## src/rtl/pwm_tick_pkg.sv

```systemverilog
// Package: shared widths and types of the PWM generator.
// Assumes the duty word splits into a coarse part and a fine part.
package pwm_tick_pkg;
    localparam int unsigned COARSE_W = 6;
    localparam int unsigned FINE_W   = 2;
    localparam int unsigned DUTY_W   = COARSE_W + FINE_W;
    typedef logic [DUTY_W-1:0] duty_t;
endpackage

```

## src/rtl/pwm_timebase.sv

```systemverilog
// Module: pwm_timebase
// Free-running position counter. The fine count steps every clock, and the
// coarse count steps when the fine count wraps. The coarse count restarts
// after PERIOD. Flags the last cycle of a period (wrap) and pulses once at
// the first cycle of the next period.
// Assumes PERIOD fits in COARSE_W bits.
module pwm_timebase #(
    parameter int unsigned COARSE_W = 6,
    parameter int unsigned FINE_W   = 2,
    parameter int unsigned PERIOD   = 63
) (
    input  logic                clk,
    input  logic                rst_n,
    output logic [COARSE_W-1:0] coarse,
    output logic [FINE_W-1:0]   fine,
    output logic                wrap,
    output logic                period_pulse
);
    localparam logic [COARSE_W-1:0] LAST_COARSE = COARSE_W'(PERIOD);
    localparam logic [FINE_W-1:0]   LAST_FINE   = {FINE_W{1'b1}};

    logic [COARSE_W-1:0] coarse_q;
    logic [FINE_W-1:0]   fine_q;
    logic                pulse_q;
    logic                fine_last;

    // Decode the last fine step and the last cycle of the period.
    always_comb begin
        fine_last = (fine_q == LAST_FINE);
        wrap      = fine_last && (coarse_q == LAST_COARSE);
    end

    // Advance the counters and register the start-of-period pulse.
    always_ff @(posedge clk) begin
        if (!rst_n) begin
            coarse_q <= '0;
            fine_q   <= '0;
            pulse_q  <= 1'b0;
        end else begin
            fine_q  <= fine_q + 1'b1;
            pulse_q <= wrap;
            if (fine_last)
                coarse_q <= wrap ? '0 : coarse_q + 1'b1;
        end
    end

    assign coarse       = coarse_q;
    assign fine         = fine_q;
    assign period_pulse = pulse_q;


    pulse_at_origin_chk: assert property (@(posedge clk) disable iff (!rst_n)
        period_pulse |-> (coarse_q == '0 && fine_q == '0));

    pulse_single_chk: assert property (@(posedge clk) disable iff (!rst_n)
        period_pulse |=> !period_pulse);
endmodule

```

## src/rtl/pwm_duty_cmp.sv

```systemverilog
// Module: pwm_duty_cmp
// Holds a pending and an active duty. The active duty is replaced only at
// a period wrap, and a load in the same cycle as the wrap goes straight
// through. The output is high while the position is below the active duty.
// Assumes position = {coarse, fine} and has the same width as the duty.
module pwm_duty_cmp #(
    parameter int unsigned DUTY_W = 8
) (
    input  logic              clk,
    input  logic              rst_n,
    input  logic [DUTY_W-1:0] duty_in,
    input  logic              duty_load,
    input  logic              wrap,
    input  logic              period_pulse,
    input  logic [DUTY_W-1:0] position,
    output logic              pwm_out
);
    logic [DUTY_W-1:0] pending_q;
    logic [DUTY_W-1:0] active_q;

    // Capture new requests and promote them at the period boundary.
    always_ff @(posedge clk) begin
        if (!rst_n) begin
            pending_q <= '0;
            active_q  <= '0;
        end else begin
            if (duty_load)
                pending_q <= duty_in;
            if (wrap)
                active_q <= duty_load ? duty_in : pending_q;
        end
    end

    // Compare the running position with the active duty.
    always_comb pwm_out = (position < active_q);


    duty_change_at_boundary_chk: assert property (@(posedge clk) disable iff (!rst_n)
        !$stable(active_q) |-> period_pulse);

    last_slot_low_chk: assert property (@(posedge clk) disable iff (!rst_n)
        (&position) |-> !pwm_out);

    zero_duty_low_chk: assert property (@(posedge clk) disable iff (!rst_n)
        (active_q == '0) |-> !pwm_out);
endmodule

```

## src/rtl/pwm_postscaler.sv

```systemverilog
// Module: pwm_postscaler
// Counts period wraps and raises a one-cycle tick on every POST_DIV-th one.
// The tick lines up with the start-of-period pulse. Assumes POST_DIV >= 2.
module pwm_postscaler #(
    parameter int unsigned POST_DIV = 8
) (
    input  logic clk,
    input  logic rst_n,
    input  logic wrap,
    input  logic period_pulse,
    output logic loop_tick
);
    localparam int unsigned          PS_W     = $clog2(POST_DIV);
    localparam logic [PS_W-1:0]      LAST_CNT = PS_W'(POST_DIV - 1);

    logic [PS_W-1:0] ps_q;
    logic            tick_q;

    // Count wraps and emit the tick on the last one of each group.
    always_ff @(posedge clk) begin
        if (!rst_n) begin
            ps_q   <= '0;
            tick_q <= 1'b0;
        end else begin
            tick_q <= 1'b0;
            if (wrap) begin
                if (ps_q == LAST_CNT) begin
                    ps_q   <= '0;
                    tick_q <= 1'b1;
                end else begin
                    ps_q <= ps_q + 1'b1;
                end
            end
        end
    end

    assign loop_tick = tick_q;


    tick_with_period_chk: assert property (@(posedge clk) disable iff (!rst_n)
        loop_tick |-> period_pulse);

    tick_single_chk: assert property (@(posedge clk) disable iff (!rst_n)
        loop_tick |=> !loop_tick);
endmodule

```

## src/rtl/pwm_tick_gen.sv

```systemverilog
// Module: pwm_tick_gen (top)
// PWM drive for a buck switch with a double-buffered duty and a control
// loop tick every POST_DIV periods. Assumes a synchronous active-low reset.
module pwm_tick_gen
    import pwm_tick_pkg::*;
#(
    parameter int unsigned PERIOD   = 63,
    parameter int unsigned POST_DIV = 8
) (
    input  logic              clk,
    input  logic              rst_n,
    input  logic [DUTY_W-1:0] duty_in,
    input  logic              duty_load,
    output logic              pwm_out,
    output logic              period_pulse,
    output logic              loop_tick
);
    logic [COARSE_W-1:0] coarse;
    logic [FINE_W-1:0]   fine;
    logic                wrap;
    duty_t               position;

    pwm_timebase #(
        .COARSE_W (COARSE_W),
        .FINE_W   (FINE_W),
        .PERIOD   (PERIOD)
    ) u_timebase (
        .clk          (clk),
        .rst_n        (rst_n),
        .coarse       (coarse),
        .fine         (fine),
        .wrap         (wrap),
        .period_pulse (period_pulse)
    );

    assign position = {coarse, fine};

    pwm_duty_cmp #(
        .DUTY_W (DUTY_W)
    ) u_duty (
        .clk          (clk),
        .rst_n        (rst_n),
        .duty_in      (duty_in),
        .duty_load    (duty_load),
        .wrap         (wrap),
        .period_pulse (period_pulse),
        .position     (position),
        .pwm_out      (pwm_out)
    );

    pwm_postscaler #(
        .POST_DIV (POST_DIV)
    ) u_post (
        .clk          (clk),
        .rst_n        (rst_n),
        .wrap         (wrap),
        .period_pulse (period_pulse),
        .loop_tick    (loop_tick)
    );
endmodule

```

## config.mk

```make
export PLATFORM = sky130hd
export DESIGN_NAME = pwm_tick_gen
export DESIGN_NICKNAME = d
export VERILOG_FILES = /design/src/rtl/pwm_tick_pkg.sv /design/src/rtl/pwm_timebase.sv /design/src/rtl/pwm_duty_cmp.sv /design/src/rtl/pwm_postscaler.sv /design/src/rtl/pwm_tick_gen.sv
export SDC_FILE = /design/constraint.sdc
export NUM_CORES = 1
export LEC_CHECK = 0
export ABC_AREA = 1
export ABC_CLOCK_PERIOD_IN_PS = 4150
export BUFFER_PORTS_ARGS = -buffer_cell sky130_fd_sc_hd__buf_2
export CAP_MARGIN = 0
export CORE_MARGIN = 3
export CORE_UTILIZATION = 54
export DETAILED_ROUTE_END_ITERATION = 8
export PLACE_DENSITY = 0.7
export SLEW_MARGIN = 10
export SYNTH_ARGS = -nofsm -noshare
export SYNTH_HDL_FRONTEND = slang
export SYNTH_SLANG_ARGS = --single-unit
```

## constraint.sdc

```tcl
create_clock -name clk -period 4.15 [get_ports clk]
set_clock_uncertainty 0.2 [all_clocks]
set_input_delay 0.6225 -clock clk [delete_from_list [all_inputs] [get_ports clk]]
set_output_delay 0.6225 -clock clk [all_outputs]
set_load 0.05 [all_outputs]
```

After elaboration in Yosys (flattened, before gate mapping). Cells that the tools add are included.

Eq/ne operators: 3. Add/sub/neg operators: 3. $lt $le $gt $ge: 1. Multiplexer cells: 4. Reduce and logical (&&, ||, !) cells: 2.

Operators by type and width (count): $lt A8 B8 Y1 (1); $mux W8 (1); $add A6 B1 Y6 const B (1); $eq A6 B6 Y1 const B (1); $mux W6 (1); $add A3 B1 Y3 const B (1); $eq A3 B3 Y1 const B (1); $mux W3 (1); $add A2 B1 Y2 const B (1); $eq A2 B2 Y1 const B (1); $reduce_and A2 Y1 (1); $logic_and A1 B1 Y1 (1); $mux W1 (1).

Output and inout bits: 3. Flip-flop bits (word level): 29. Input bits: 11. Word-level logic and storage cells: 20.

Depth between registers and ports, before layout. Gate-level depths: netlist of run 1.

Depth after elaboration: 3. Mapped depth: 7. Gate-level depth less buffers: 7.

Hierarchy. From an unflattened synthesis of run 1, not the netlist that was laid out.

Cells, all modules: 189. Area total of the unflattened synthesis: 1417.6 µm².

Modules (own cells, without submodules): pwm_duty_cmp (area each 855.8 µm², cells an instance 118, instances 1); pwm_timebase (area each 392.9 µm², cells an instance 50, instances 1); pwm_postscaler (area each 168.9 µm², cells an instance 21, instances 1).

Least setup slack after synthesis of run 1. OpenSTA, ideal clock, no wires.

Path type: reg-to-output. Start: register u_timebase.coarse_q[3] (netlist: u_timebase.coarse[3]). End: output pwm_out. Required time: 3.327 ns. Arrival: 1.593 ns. Path buffers: 0. Path slack: 1.735 ns. Cell stages (with the launch flop): 5. Path through: dfxtp_1 > ha_1 > a21oi_1 > o21ai_0 > a21oi_1.

Word-level cells in the longest chain between the ends: 1.

RTL lines: start: declaration (RTL line pwm_timebase.sv:22) `logic [COARSE_W-1:0] coarse_q;`; start signal: assignment (RTL line pwm_timebase.sv:43) `coarse_q <= wrap ? '0 : coarse_q + 1'b1;`; $lt A8 B8 Y1 (RTL line pwm_duty_cmp.sv:35) `always_comb pwm_out = (position < active_q);`; end: declaration (RTL line pwm_tick_gen.sv:14) `output logic pwm_out,`.

Every way passes these cells.

Final worst setup path of run 1.
Start: register u_duty.active_q[5]. End: output pwm_out.

Word-level cells in the longest chain between the ends: 1.

RTL lines: start: declaration (RTL line pwm_duty_cmp.sv:19) `logic [DUTY_W-1:0] active_q;`; start signal: assignment (RTL line pwm_duty_cmp.sv:30) `active_q <= duty_load ? duty_in : pending_q;`; $lt A8 B8 Y1 (RTL line pwm_duty_cmp.sv:35).

Every way passes these cells.

==> impl_summary.log, run 1 <==
[metrics] Root Driver: sky130_fd_sc_hd__clkbuf_4
[metrics] area of the core: 0.002255 mm²
[metrics] number of buffer cells added on primary ports: 13
[metrics] standard-cell row count: 17
[metrics] number of design rule violations left after detail routing: 0
[metrics] average footprint of a synthesized cell: 7.902 µm²
[metrics] result of the run: completed
[metrics] clock tree from TritonCTS: built
[metrics] register area share after synthesis: 44.53%
[metrics] Pwr Total: 534.0 µW
[metrics] arrival time reported for the critical path endpoint: 1.67 ns
[metrics] all-layer global routing usage: 19.56%
[metrics] share of the clock period used by the worst path: 60.00%
[metrics] Netlist Area Pre-Place: 0.001304 mm²
[metrics] Diodes inserted: 0
[metrics] Avg WL per Cell: 11.08 µm
[metrics] Register-to-Register Path Depth: 6
[metrics] switching fraction of total power: 25.18%
[metrics] internal power of the cells: 399.5 µW
[metrics] path type of the worst setup path: flop to output port
[metrics] post-CTS setup-driven buffer insertion count: 0
[metrics] Max-cap violations: 0
[metrics] maximum number of pins on one net before global-route repair: 14
[metrics] total count of max-transition violations in the final report: 0
[metrics] number of library cell types mapped by synthesis: 19
[metrics] proportion of power drawn by combinational gates: 9.0%
[metrics] portion of total power attributed to the clock network: 36.9%
[metrics] filler cell count in the final layout: 219
[metrics] number of levels in the clock H-tree: 2
[metrics] overall die area: 0.003040 mm²
[metrics] worst-case headroom to the max-slew limit: 75.78%
[metrics] number of sinks handled by clock tree synthesis: 29
[metrics] largest area contributor in the netlist: sky130_fd_sc_hd__dfxtp_1
[metrics] endpoint of the worst register-to-register path: u_post.ps_q[0]
[metrics] start point of the worst min-delay path: u_timebase.fine[0]
[metrics] post-route cell area: 0.001458 mm²
[metrics] Yosys top cell area share: 44.53%
[metrics] Crit Path Max Fanout: 2
[metrics] switching power total: 134.4 µW
[metrics] setup repair after global routing missed its margin: false
[metrics] data required time at the worst endpoint: 3.33 ns
[metrics] Final HPWL DP: 1.709 mm
[metrics] aggregate routed wire length: 2.350 mm
[metrics] quantity of gates resized following cts: 0
[metrics] number of stages on the worst hold path: 1
[metrics] clock edge transition at the registers on the reported setup and hold paths: 0.09 ns
[metrics] top-level port count: 14
[metrics] chip height: 55.14 µm
[metrics] setup-violating endpoint count in the final report: 0
[metrics] Fin Setup TNS: 0 ns
[metrics] Post-Place Cell Area: 0.001388 mm²
[metrics] Yosys Warn Count: 0
[metrics] Slew @ Worst Pin: 0.3629 ns
[metrics] endpoints failing hold: 0
[metrics] peak supply drop: 0.3243 mV
[metrics] vias in the first global route: 997
[metrics] HP Class: flop to flop
[metrics] most common cell after layout, fill and taps aside: sky130_fd_sc_hd__nand2_1
[metrics] first-pass GRT wire length: 4.002 mm
[metrics] minimum clock period: 2.490 ns
[metrics] Final Wtd Congestion: 0.8584
[metrics] layout-stage area growth over the synthesis result: 11.80%
[metrics] Worst Hold End: u_timebase.fine[0]
[metrics] FMAX: 401.6 MHz
[metrics] count of hold buffers inserted by post-cts repair: 0
[metrics] net count of the finished layout: 205
[metrics] Pleak: 0.0006768 µW
[metrics] initial standard-cell utilization of the core: 57.82%
[metrics] remaining global-route overflow: 0
[metrics] part of the total power dissipated in sequential elements: 54.1%
[metrics] first-pass iteration count of the detailed router: 4
[metrics] clock latency at the later pin of the worst-skew pair: 0.33 ns
[metrics] r2r startpoint: u_timebase.coarse[0]
[metrics] final antenna-violating net count: 0
[metrics] PD cells: 366.3 mW/mm²
[metrics] ranking of synthesized cells by area: sky130_fd_sc_hd__dfxtp_1, sky130_fd_sc_hd__ha_1, sky130_fd_sc_hd__nand2_1, sky130_fd_sc_hd__nor2_1, sky130_fd_sc_hd__inv_1
[metrics] synthesized netlist net count: 187
[metrics] Yosys reg bits: 29
[metrics] clock buffer count from CTS: 5
[metrics] Reg2Reg Setup Slack: 2.44 ns
[metrics] via density per instance: 4.972
[metrics] endpoint kind of the worst setup timing path: output port
[metrics] Chip Width: 55.14 µm
[metrics] cell count after synthesis: 165
[metrics] violation count after the first detailed-route iteration: 13
[metrics] Via Count: 1054
[metrics] share of layout cells above drive strength 1: 20.11%
[metrics] commonest cells after routing, fill and taps aside: sky130_fd_sc_hd__nand2_1, sky130_fd_sc_hd__nor2_1, sky130_fd_sc_hd__dfxtp_1, sky130_fd_sc_hd__inv_1, sky130_fd_sc_hd__buf_2
[metrics] number of antenna violations at the first check in global routing: 0
[metrics] startpoint types: flop
[metrics] buffer depth of the longest clock path: 2
layout make-up:
cell class / instances / area [µm²] / area share (%)
Clock inverter: 1 / 5.005 / 0.3433
Sequential cell: 29 / 580.6 / 39.83
Tap cell: 28 / 35.03 / 2.403
Clock buffer: 7 / 65.06 / 4.464
Timing Repair Buffer: 13 / 65.06 / 4.464
Multi-Input combinational cell: 109 / 613.1 / 42.06
Inverter: 25 / 93.84 / 6.438
routing by layer:
metal	up-vias	wire [µm]	GRT usage [%]
met4	0	65	11.74
met3	9	143	7.507
li1	552	-	-
met2	34	1058	32.68
met1	459	1083	20.73
met5	-	0	0
registers in the layout, summed over array words and instances, names as in the netlist:
| name | cells |
|---|---|
| u_duty.active_q | 8 |
| u_duty.pending_q | 8 |
| u_post.loop_tick | 1 |
| u_post.ps_q | 3 |
| u_timebase.coarse | 6 |
| u_timebase.fine | 2 |
| u_timebase.period_pulse | 1 |
per-stage QoR:
| step | hold slack, ns | instances | worst slack [ns] | utilization, % |
|---|---|---|---|---|
| finish | 0.2610 | 212 | 1.660 | 64.65 |
| global route | 0.2824 | 212 | 1.534 | 64.65 |
| CTS | 0.2637 | 212 | 1.663 | 64.65 |
| detailed placement | 0.2421 | 204 | 2.037 | 61.54 |
| global placement | 0.2290 | 204 | 2.063 | 61.54 |
| floorplan | 0.2173 | 165 | 1.735 | - |
power groups by stage:
| stage | Sequential [µW] | Clock, µW | Combinational (µW) |
|---|---|---|---|
| 2_1_floorplan | 294 | 0 | 35.4 |
| 4_1_cts | 289 | 201 | 48.4 |
| 5_1_grt | 290 | 216 | 54.6 |
| 3_5_place_dp | 296 | 0 | 47.1 |
| 3_3_place_gp | 295 | 0 | 45.5 |
| 6_report | 289 | 197 | 47.9 |
synth_stat cells:
master                    number
sky130_fd_sc_hd__dfxtp_1      29
sky130_fd_sc_hd__buf_6         1
sky130_fd_sc_hd__nand4_2       1
sky130_fd_sc_hd__nand3_1       4
sky130_fd_sc_hd__buf_2         1
sky130_fd_sc_hd__nand2_2       1
sky130_fd_sc_hd__o21ai_0       2
sky130_fd_sc_hd__nor3_1        3
sky130_fd_sc_hd__nor3b_1       1
sky130_fd_sc_hd__inv_1        21
sky130_fd_sc_hd__xor2_1        2
sky130_fd_sc_hd__nor2_1       29
sky130_fd_sc_hd__a21oi_2       5
sky130_fd_sc_hd__ha_1         11
sky130_fd_sc_hd__nand2_1      34
sky130_fd_sc_hd__nor3_4        2
sky130_fd_sc_hd__nor2_2        3
sky130_fd_sc_hd__a21oi_1      11
sky130_fd_sc_hd__inv_2         4
critical path: stages (launching register included):
cell,delay [ns]
sky130_fd_sc_hd__dfxtp_1,0.35
sky130_fd_sc_hd__inv_1,0.05
sky130_fd_sc_hd__ha_1,0.28
sky130_fd_sc_hd__a21oi_1,0.14
sky130_fd_sc_hd__o21ai_0,0.08
sky130_fd_sc_hd__a21oi_1,0.15
sky130_fd_sc_hd__buf_2,0.29
how the worst max path moves through the flow:
stage / slack (ns) / endpoint / start
6_report: 1.66 / pwm_out / u_duty.active_q[5]
5_1_grt: 1.53 / pwm_out / u_duty.active_q[5]
3_5_place_dp: 2.04 / pwm_out / u_duty.active_q[5]
4_1_cts: 1.66 / pwm_out / u_duty.active_q[5]
3_3_place_gp: 2.06 / pwm_out / u_timebase.coarse[3]
2_1_floorplan: 1.73 / pwm_out / u_timebase.coarse[3]
cells by family after synthesis:
group | synth area share (%)
compound gates | 8.349
xor+xnor | 1.344
fa+ha+maj | 10.56
buf+inv | 8.445
flops | 44.53
simple gates | 26.78
No activity file was read; power rests on OpenSTA's default activity.
==> run 2: changes to the inputs <==
--- a/config.mk
+++ b/config.mk
@@ -5,8 +5,8 @@
 export SDC_FILE = /design/constraint.sdc
 export NUM_CORES = 1
 export LEC_CHECK = 0
-export ABC_AREA = 1
-export ABC_CLOCK_PERIOD_IN_PS = 4150
+export ABC_AREA = 0
+export ABC_CLOCK_PERIOD_IN_PS = 2510
 export BUFFER_PORTS_ARGS = -buffer_cell sky130_fd_sc_hd__buf_2
 export CAP_MARGIN = 0
 export CORE_MARGIN = 3
==> constraint.sdc (replaced) <==
create_clock -name clk -period 2.51 [get_ports clk]
set_clock_uncertainty 0.2 [all_clocks]
set_input_delay 0.3765 -clock clk [delete_from_list [all_inputs] [get_ports clk]]
set_output_delay 0.3765 -clock clk [all_outputs]
set_load 0.05 [all_outputs]
==> impl_summary.log, run 2 <==
[metrics] overall die area: 0.003139 mm²
[metrics] Final Core Density: 64.98%
[metrics] Yosys reg bits: 29
[metrics] worst-case headroom to the max-slew limit: 65.65%
[metrics] Yosys Warn Count: 0
[metrics] endpoints failing hold: 0
[metrics] Final Wtd Congestion: 0.7826
[metrics] layout-stage area growth over the synthesis result: 10.46%
[metrics] filler cell count in the final layout: 202
[metrics] Max-cap violations: 0
[metrics] largest area contributor in the netlist: sky130_fd_sc_hd__dfxtp_1
[metrics] buffer depth of the longest clock path: 2
[metrics] Yosys top cell area share: 42.96%
[metrics] standard-cell row count: 17
[metrics] portion of total power attributed to the clock network: 36.4%
[metrics] internal power of the cells: 676.1 µW
[metrics] Pleak: 0.0007142 µW
[metrics] remaining global-route overflow: 0
[metrics] number of flops mapped to enable cells by yosys: 0
[metrics] Final HPWL DP: 1.661 mm
[metrics] total count of max-transition violations in the final report: 0
[metrics] PD cells: 602.7 mW/mm²
[metrics] arrival time reported for the critical path endpoint: 1.84 ns
[metrics] Netlist Area Pre-Place: 0.001351 mm²
[metrics] synthesized netlist net count: 164
[metrics] HP Class: input port to flop
[metrics] part of the total power dissipated in sequential elements: 53.7%
[metrics] proportion of synthesized flip-flops having asynchronous set or reset: 0%
[metrics] Post-Place Cell Area: 0.001418 mm²
[metrics] Chip Width: 56.03 µm
[metrics] net count of the finished layout: 177
[metrics] post-route cell area: 0.001493 mm²
[metrics] share of the clock period used by the worst path: 96.22%
[metrics] ranking of synthesized cells by area: sky130_fd_sc_hd__dfxtp_1, sky130_fd_sc_hd__ha_1, sky130_fd_sc_hd__mux2i_1, sky130_fd_sc_hd__a21o_1, sky130_fd_sc_hd__nor2b_1
[metrics] Avg WL per Cell: 13.04 µm
[metrics] final antenna-violating net count: 0
[metrics] Root Driver: sky130_fd_sc_hd__clkbuf_4
[metrics] commonest cells after routing, fill and taps aside: sky130_fd_sc_hd__dfxtp_1, sky130_fd_sc_hd__nand2_1, sky130_fd_sc_hd__buf_2, sky130_fd_sc_hd__a21o_1, sky130_fd_sc_hd__ha_1
[metrics] all-layer global routing usage: 17.77%
[metrics] multi-input combinational cell area: 703.2 µm²
[metrics] first-pass GRT wire length: 4.312 mm
[metrics] FMAX: 414.1 MHz
[metrics] violation count after the first detailed-route iteration: 17
[metrics] chip height: 56.03 µm
[metrics] most frequently used flop master after synthesis: sky130_fd_sc_hd__dfxtp_1
[metrics] peak supply drop: 0.4720 mV
[metrics] Placed Instances: 176
[metrics] clock latency at the later pin of the worst-skew pair: 0.33 ns
[metrics] endpoint kind of the worst setup timing path: output port
[metrics] clock buffer count from CTS: 5
[metrics] switching fraction of total power: 24.85%
[metrics] most frequently used cell type in the post-synthesis netlist: sky130_fd_sc_hd__dfxtp_1
[metrics] first-pass iteration count of the detailed router: 4
[metrics] startpoint types: flop
[metrics] vias in the first global route: 970
[metrics] FF+latch area: 583.1 µm²
[metrics] number of levels in the clock H-tree: 2
[metrics] register area share after synthesis: 42.96%
[metrics] Pwr Total: 899.7 µW
[metrics] clock edge transition at the registers on the reported setup and hold paths: 0.09 ns
[metrics] initial standard-cell utilization of the core: 58.82%
[metrics] Fin Setup TNS: 0 ns
[metrics] leading cell types by count after synthesis: sky130_fd_sc_hd__dfxtp_1, sky130_fd_sc_hd__nand2_1, sky130_fd_sc_hd__a21o_1, sky130_fd_sc_hd__ha_1, sky130_fd_sc_hd__mux2i_1
[metrics] number of design rule violations left after detail routing: 0
[metrics] setup repair after global routing missed its margin: false
[metrics] number of sinks handled by clock tree synthesis: 29
[metrics] final instance count without filler cells: 184
[metrics] average footprint of a synthesized cell: 9.516 µm²
[metrics] number of antenna violations at the first check in global routing: 0
[metrics] most common cell after layout, fill and taps aside: sky130_fd_sc_hd__dfxtp_1
[metrics] data required time at the worst endpoint: 1.93 ns
[metrics] aggregate routed wire length: 2.400 mm
[metrics] count of hold buffers inserted by post-cts repair: 0
[metrics] via density per instance: 5.500
[metrics] number of buffer cells added on primary ports: 13
[metrics] switching power total: 223.6 µW
[metrics] top-level port count: 14
[metrics] proportion of power drawn by combinational gates: 9.9%
[metrics] result of the run: completed
[metrics] number of library cell types mapped by synthesis: 30
[metrics] maximum number of pins on one net before global-route repair: 35
[metrics] Via Count: 1012
[metrics] area of the core: 0.002297 mm²
[metrics] path type of the worst setup path: flop to output port
[metrics] Diodes inserted: 0
[metrics] Crit Path Max Fanout: 2
[metrics] cell count after synthesis: 142
[metrics] setup-violating endpoint count in the final report: 0
[metrics] share of layout cells above drive strength 1: 16.67%
[metrics] clock tree from TritonCTS: built
[metrics] minimum clock period: 2.415 ns
[metrics] Slew @ Worst Pin: 0.5153 ns
==> run 2: changes by cell type in the layout (fill, tap and decap cells not counted), moves of 4 or more <==
cell,change
sky130_fd_sc_hd__a21oi_2,-5
sky130_fd_sc_hd__a21o_1,+11
sky130_fd_sc_hd__and2_1,+4
sky130_fd_sc_hd__inv_2,-4
sky130_fd_sc_hd__mux2i_1,+10
sky130_fd_sc_hd__nor2b_1,+9
sky130_fd_sc_hd__inv_1,-14
sky130_fd_sc_hd__nand2_1,-20
sky130_fd_sc_hd__nor2_1,-28
==> run 2: logic make-up after synthesis <==
| family | count (synthesis) | synth area share [%] |
|---|---|---|
| AO/OA/AOI/OAI | 27 | 13.06 |
| XOR/XNOR | 3 | 1.945 |
| adder cells (fa/ha/maj) | 11 | 10.19 |
| buffers and inverters | 15 | 5.000 |
| flip-flops | 29 | 42.96 |
| multiplexers | 10 | 7.408 |
| AND/OR/NAND/NOR | 47 | 19.44 |
==> run 2: final timing paths <==
path / cells past startpoint / slack [ns] / startpoint / to
min reg2reg: 1 / 0.25 / u_timebase.fine[0] / u_timebase.fine[0]
max reg2reg: 5 / 0.73 / u_timebase.fine[0] / u_timebase.coarse[0]
max: 6 / 0.09 / u_duty.active_q[6] / pwm_out
min: 3 / 0.16 / duty_in[4] / u_duty.pending_q[4]
==> run 2: layer usage <==
| layer | up-vias | global-route usage (%) | share of wire (%) |
|---|---|---|---|
| met3 | 10 | 7.193 | 5.6 |
| met2 | 22 | 26.71 | 44 |
| met5 | - | 0 | 0 |
| met1 | 464 | 21.36 | 46 |
| li1 | 516 | - | - |
| met4 | 0 | 9.831 | 3.5 |
==> run 2: final cells by class <==
type                            instances  share of cell area (%)
Multi-Input combinational cell         98                   47.11
Sequential cell                        29                   39.06
Timing Repair Buffer                   14                   5.029
Clock buffer                            7                   4.359
Tap cell                               28                   2.347
Inverter                                7                   1.760
Clock inverter                          1                  0.3353
==> run 2: power by group through the flow <==
stage	combinational [µW]	sequential, µW	clock (µW)
finish	89.0	483	328
global route	98.3	486	360
CTS	89.9	483	335
detailed placement	86.7	494	0
global placement	83.6	493	0
floorplan	67.3	491	0
==> run 2: per-stage QoR <==
stage                     setup WS [ns]  hold slack, ns
final                           0.09493          0.1556
after global routing           0.007491          0.1517
after detailed placement         0.3499          0.2483
after global placement           0.4322          0.2353
after floorplan                  0.4013          0.2119
after CTS                       0.03856          0.1460
==> run 2: worst max-delay path: stages, from the launching register on <==
cell                       delay [ns]
sky130_fd_sc_hd__dfxtp_1         0.34
sky130_fd_sc_hd__inv_1           0.05
sky130_fd_sc_hd__ha_1            0.30
sky130_fd_sc_hd__a21o_1          0.18
sky130_fd_sc_hd__a221oi_1        0.29
sky130_fd_sc_hd__o21a_1          0.16
sky130_fd_sc_hd__buf_4           0.19
==> run 2: repair_timing <==
action,CTS,global route
setup buffers,0,0
endpoints found under the hold margin,0,0
gates resized for setup,1,2
endpoints found under the setup margin,1,1
==> run 3: changes to the inputs <==
--- a/config.mk
+++ b/config.mk
@@ -6,7 +6,7 @@
 export NUM_CORES = 1
 export LEC_CHECK = 0
 export ABC_AREA = 0
-export ABC_CLOCK_PERIOD_IN_PS = 2510
+export ABC_CLOCK_PERIOD_IN_PS = 2600
 export BUFFER_PORTS_ARGS = -buffer_cell sky130_fd_sc_hd__buf_2
 export CAP_MARGIN = 0
 export CORE_MARGIN = 3
==> constraint.sdc (replaced) <==
create_clock -name clk -period 2.6 [get_ports clk]
set_clock_uncertainty 0.2 [all_clocks]
set_input_delay 0.39 -clock clk [delete_from_list [all_inputs] [get_ports clk]]
set_output_delay 0.39 -clock clk [all_outputs]
set_load 0.005 [all_outputs]
==> impl_summary.log, run 3 (synthesis results as in run 2) <==
[metrics] data required time at the worst endpoint: 2.01 ns
[metrics] Crit Path Max Fanout: 6
[metrics] Diodes inserted: 0
[metrics] number of buffer cells added on primary ports: 13
[metrics] number of sinks handled by clock tree synthesis: 29
[metrics] PD cells: 572.3 mW/mm²
[metrics] share of layout cells above drive strength 1: 15.38%
[metrics] final antenna-violating net count: 0
[metrics] clock latency at the later pin of the worst-skew pair: 0.33 ns
[metrics] crit path max-delay cell type: sky130_fd_sc_hd__dfxtp_1
[metrics] top-level port count: 14
[metrics] worst hold slack: 0.1685 ns
[metrics] chip height: 56.03 µm
[metrics] ordered list of cells on the worst path: ha_1 > a21o_1 > a221oi_1 > o21a_1 > buf_2
[metrics] via density per instance: 5.500
[metrics] path type of the worst setup path: flop to output port
[metrics] number of levels in the clock H-tree: 2
[metrics] Reg2Reg Setup Slack: 0.82 ns
[metrics] setup-violating endpoint count in the final report: 0
[metrics] switching power total: 201.3 µW
[metrics] worst-case headroom to the max-slew limit: 65.38%
[metrics] endpoints failing hold: 0
[metrics] buffer depth of the longest clock path: 2
[metrics] first-pass GRT wire length: 4.312 mm
[metrics] overall die area: 0.003139 mm²
[metrics] Largest stage delay, worst path: 0.44 ns
[metrics] number of design rule violations left after detail routing: 0
[metrics] FF+latch area: 580.6 µm²
[metrics] post-CTS setup-driven buffer insertion count: 0
[metrics] Max-cap violations: 0
[metrics] Final HPWL DP: 1.661 mm
[metrics] arrival time reported for the critical path endpoint: 1.77 ns
[metrics] vias in the first global route: 970
[metrics] Root Driver: sky130_fd_sc_hd__clkbuf_4
[metrics] Final Wtd Congestion: 0.7826
[metrics] multi-input combinational cell area: 703.2 µm²
[metrics] r2r startpoint: u_timebase.fine[0]
[metrics] endpoint of the worst register-to-register path: u_timebase.coarse[0]
[metrics] filler cell count in the final layout: 205
[metrics] layout-stage area growth over the synthesis result: 10.09%
[metrics] most common cell after layout, fill and taps aside: sky130_fd_sc_hd__dfxtp_1
[metrics] proportion of power drawn by combinational gates: 8.1%
[metrics] clock tree from TritonCTS: built
[metrics] share of the clock period used by the worst path: 90.62%
[metrics] end point of the critical path: pwm_out
[metrics] maximum number of pins on one net before global-route repair: 35
[metrics] remaining global-route overflow: 0
[metrics] Fin Setup TNS: 0 ns
[metrics] HP Class: input port to flop
[metrics] peak supply drop: 0.4557 mV
[metrics] startpoint types: flop
[metrics] Avg WL per Cell: 13.04 µm
[metrics] endpoint kind of the worst setup timing path: output port
[metrics] result of the run: completed
[metrics] critical path startpoint: u_timebase.coarse[2]
[metrics] net count of the finished layout: 177
[metrics] Register-to-Register Path Depth: 5
[metrics] setup repair after global routing missed its margin: false
[metrics] clock edge transition at the registers on the reported setup and hold paths: 0.09 ns
[metrics] portion of total power attributed to the clock network: 37.2%
[metrics] Slew @ Worst Pin: 0.5194 ns
[metrics] commonest cells after routing, fill and taps aside: sky130_fd_sc_hd__dfxtp_1, sky130_fd_sc_hd__nand2_1, sky130_fd_sc_hd__buf_2, sky130_fd_sc_hd__a21o_1, sky130_fd_sc_hd__ha_1
[metrics] minimum clock period: 2.356 ns
[metrics] count of hold buffers inserted by post-cts repair: 0
[metrics] standard-cell row count: 17
[metrics] violation count after the first detailed-route iteration: 16
[metrics] total count of max-transition violations in the final report: 0
[metrics] Pleak: 0.0007128 µW
[metrics] internal power of the cells: 650.1 µW
[metrics] aggregate routed wire length: 2.400 mm
[metrics] FMAX: 424.4 MHz
[metrics] switching fraction of total power: 23.64%
[metrics] number of antenna violations at the first check in global routing: 0
[metrics] Via Count: 1012
[metrics] all-layer global routing usage: 17.77%
[metrics] clock buffer count from CTS: 5
[metrics] area of the core: 0.002297 mm²
[metrics] part of the total power dissipated in sequential elements: 54.8%
[metrics] initial standard-cell utilization of the core: 58.82%
[metrics] quantity of gates resized following cts: 0
[metrics] Chip Width: 56.03 µm
[metrics] first-pass iteration count of the detailed router: 4
run 3: layout make-up:
class	count	share of cell area [%]
Sequential cell	29	39.02
Inverter	7	1.766
Multi-Input combinational cell	98	47.27
Tap cell	28	2.355
Clock buffer	7	4.373
Timing Repair Buffer	14	4.878
Clock inverter	1	0.3364
run 3: per-stage QoR:
stage	cell area, µm²	util (%)	std cells	total power (µW)	setup slack, ns
5_1_grt	1488	64.76	184	894.4	0.1303
6_report	1488	64.76	184	851.4	0.2438
2_1_floorplan	1351	-	142	524.6	0.7705
3_5_place_dp	1418	61.71	176	545.7	0.5770
4_1_cts	1488	64.76	184	859.1	0.2081
3_3_place_gp	1418	61.71	176	542.2	0.6592
run 3: per-layer routing:
layer	track usage (%)	share of wire (%)
met1	21.36	46
met5	0	0
met3	7.193	5.6
met2	26.71	44
met4	9.831	3.5
run 3: how the worst min path moves through the flow:
| stage | to | start | depth (start not counted) | slack, ns |
|---|---|---|---|---|
| floorplan | u_timebase.fine[0] | u_timebase.fine[0] | 1 | 0.21 |
| global placement | u_timebase.fine[0] | u_timebase.fine[0] | 1 | 0.24 |
| detailed placement | u_timebase.fine[0] | u_timebase.fine[0] | 1 | 0.25 |
| CTS | u_duty.pending_q[2] | duty_in[2] | 3 | 0.16 |
| global route | u_duty.pending_q[4] | duty_in[4] | 3 | 0.17 |
| finish | u_duty.pending_q[4] | duty_in[4] | 3 | 0.17 |
run 3: power groups by stage:
stage | logic, µW | registers, µW | clock network [µW]
global placement | 66.1 | 476 | 0
global route | 77.5 | 469 | 348
detailed placement | 69.0 | 477 | 0
floorplan | 50.4 | 474 | 0
finish | 68.6 | 466 | 316
CTS | 69.4 | 466 | 323
run 3: critical path: cells and delay by family, from the launching register on:
family,cells,cell delay (ns)
flip-flops,1,0.44
adder cells (fa/ha/maj),1,0.28
AO/OA/AOI/OAI,3,0.60
buffers and inverters,1,0.10
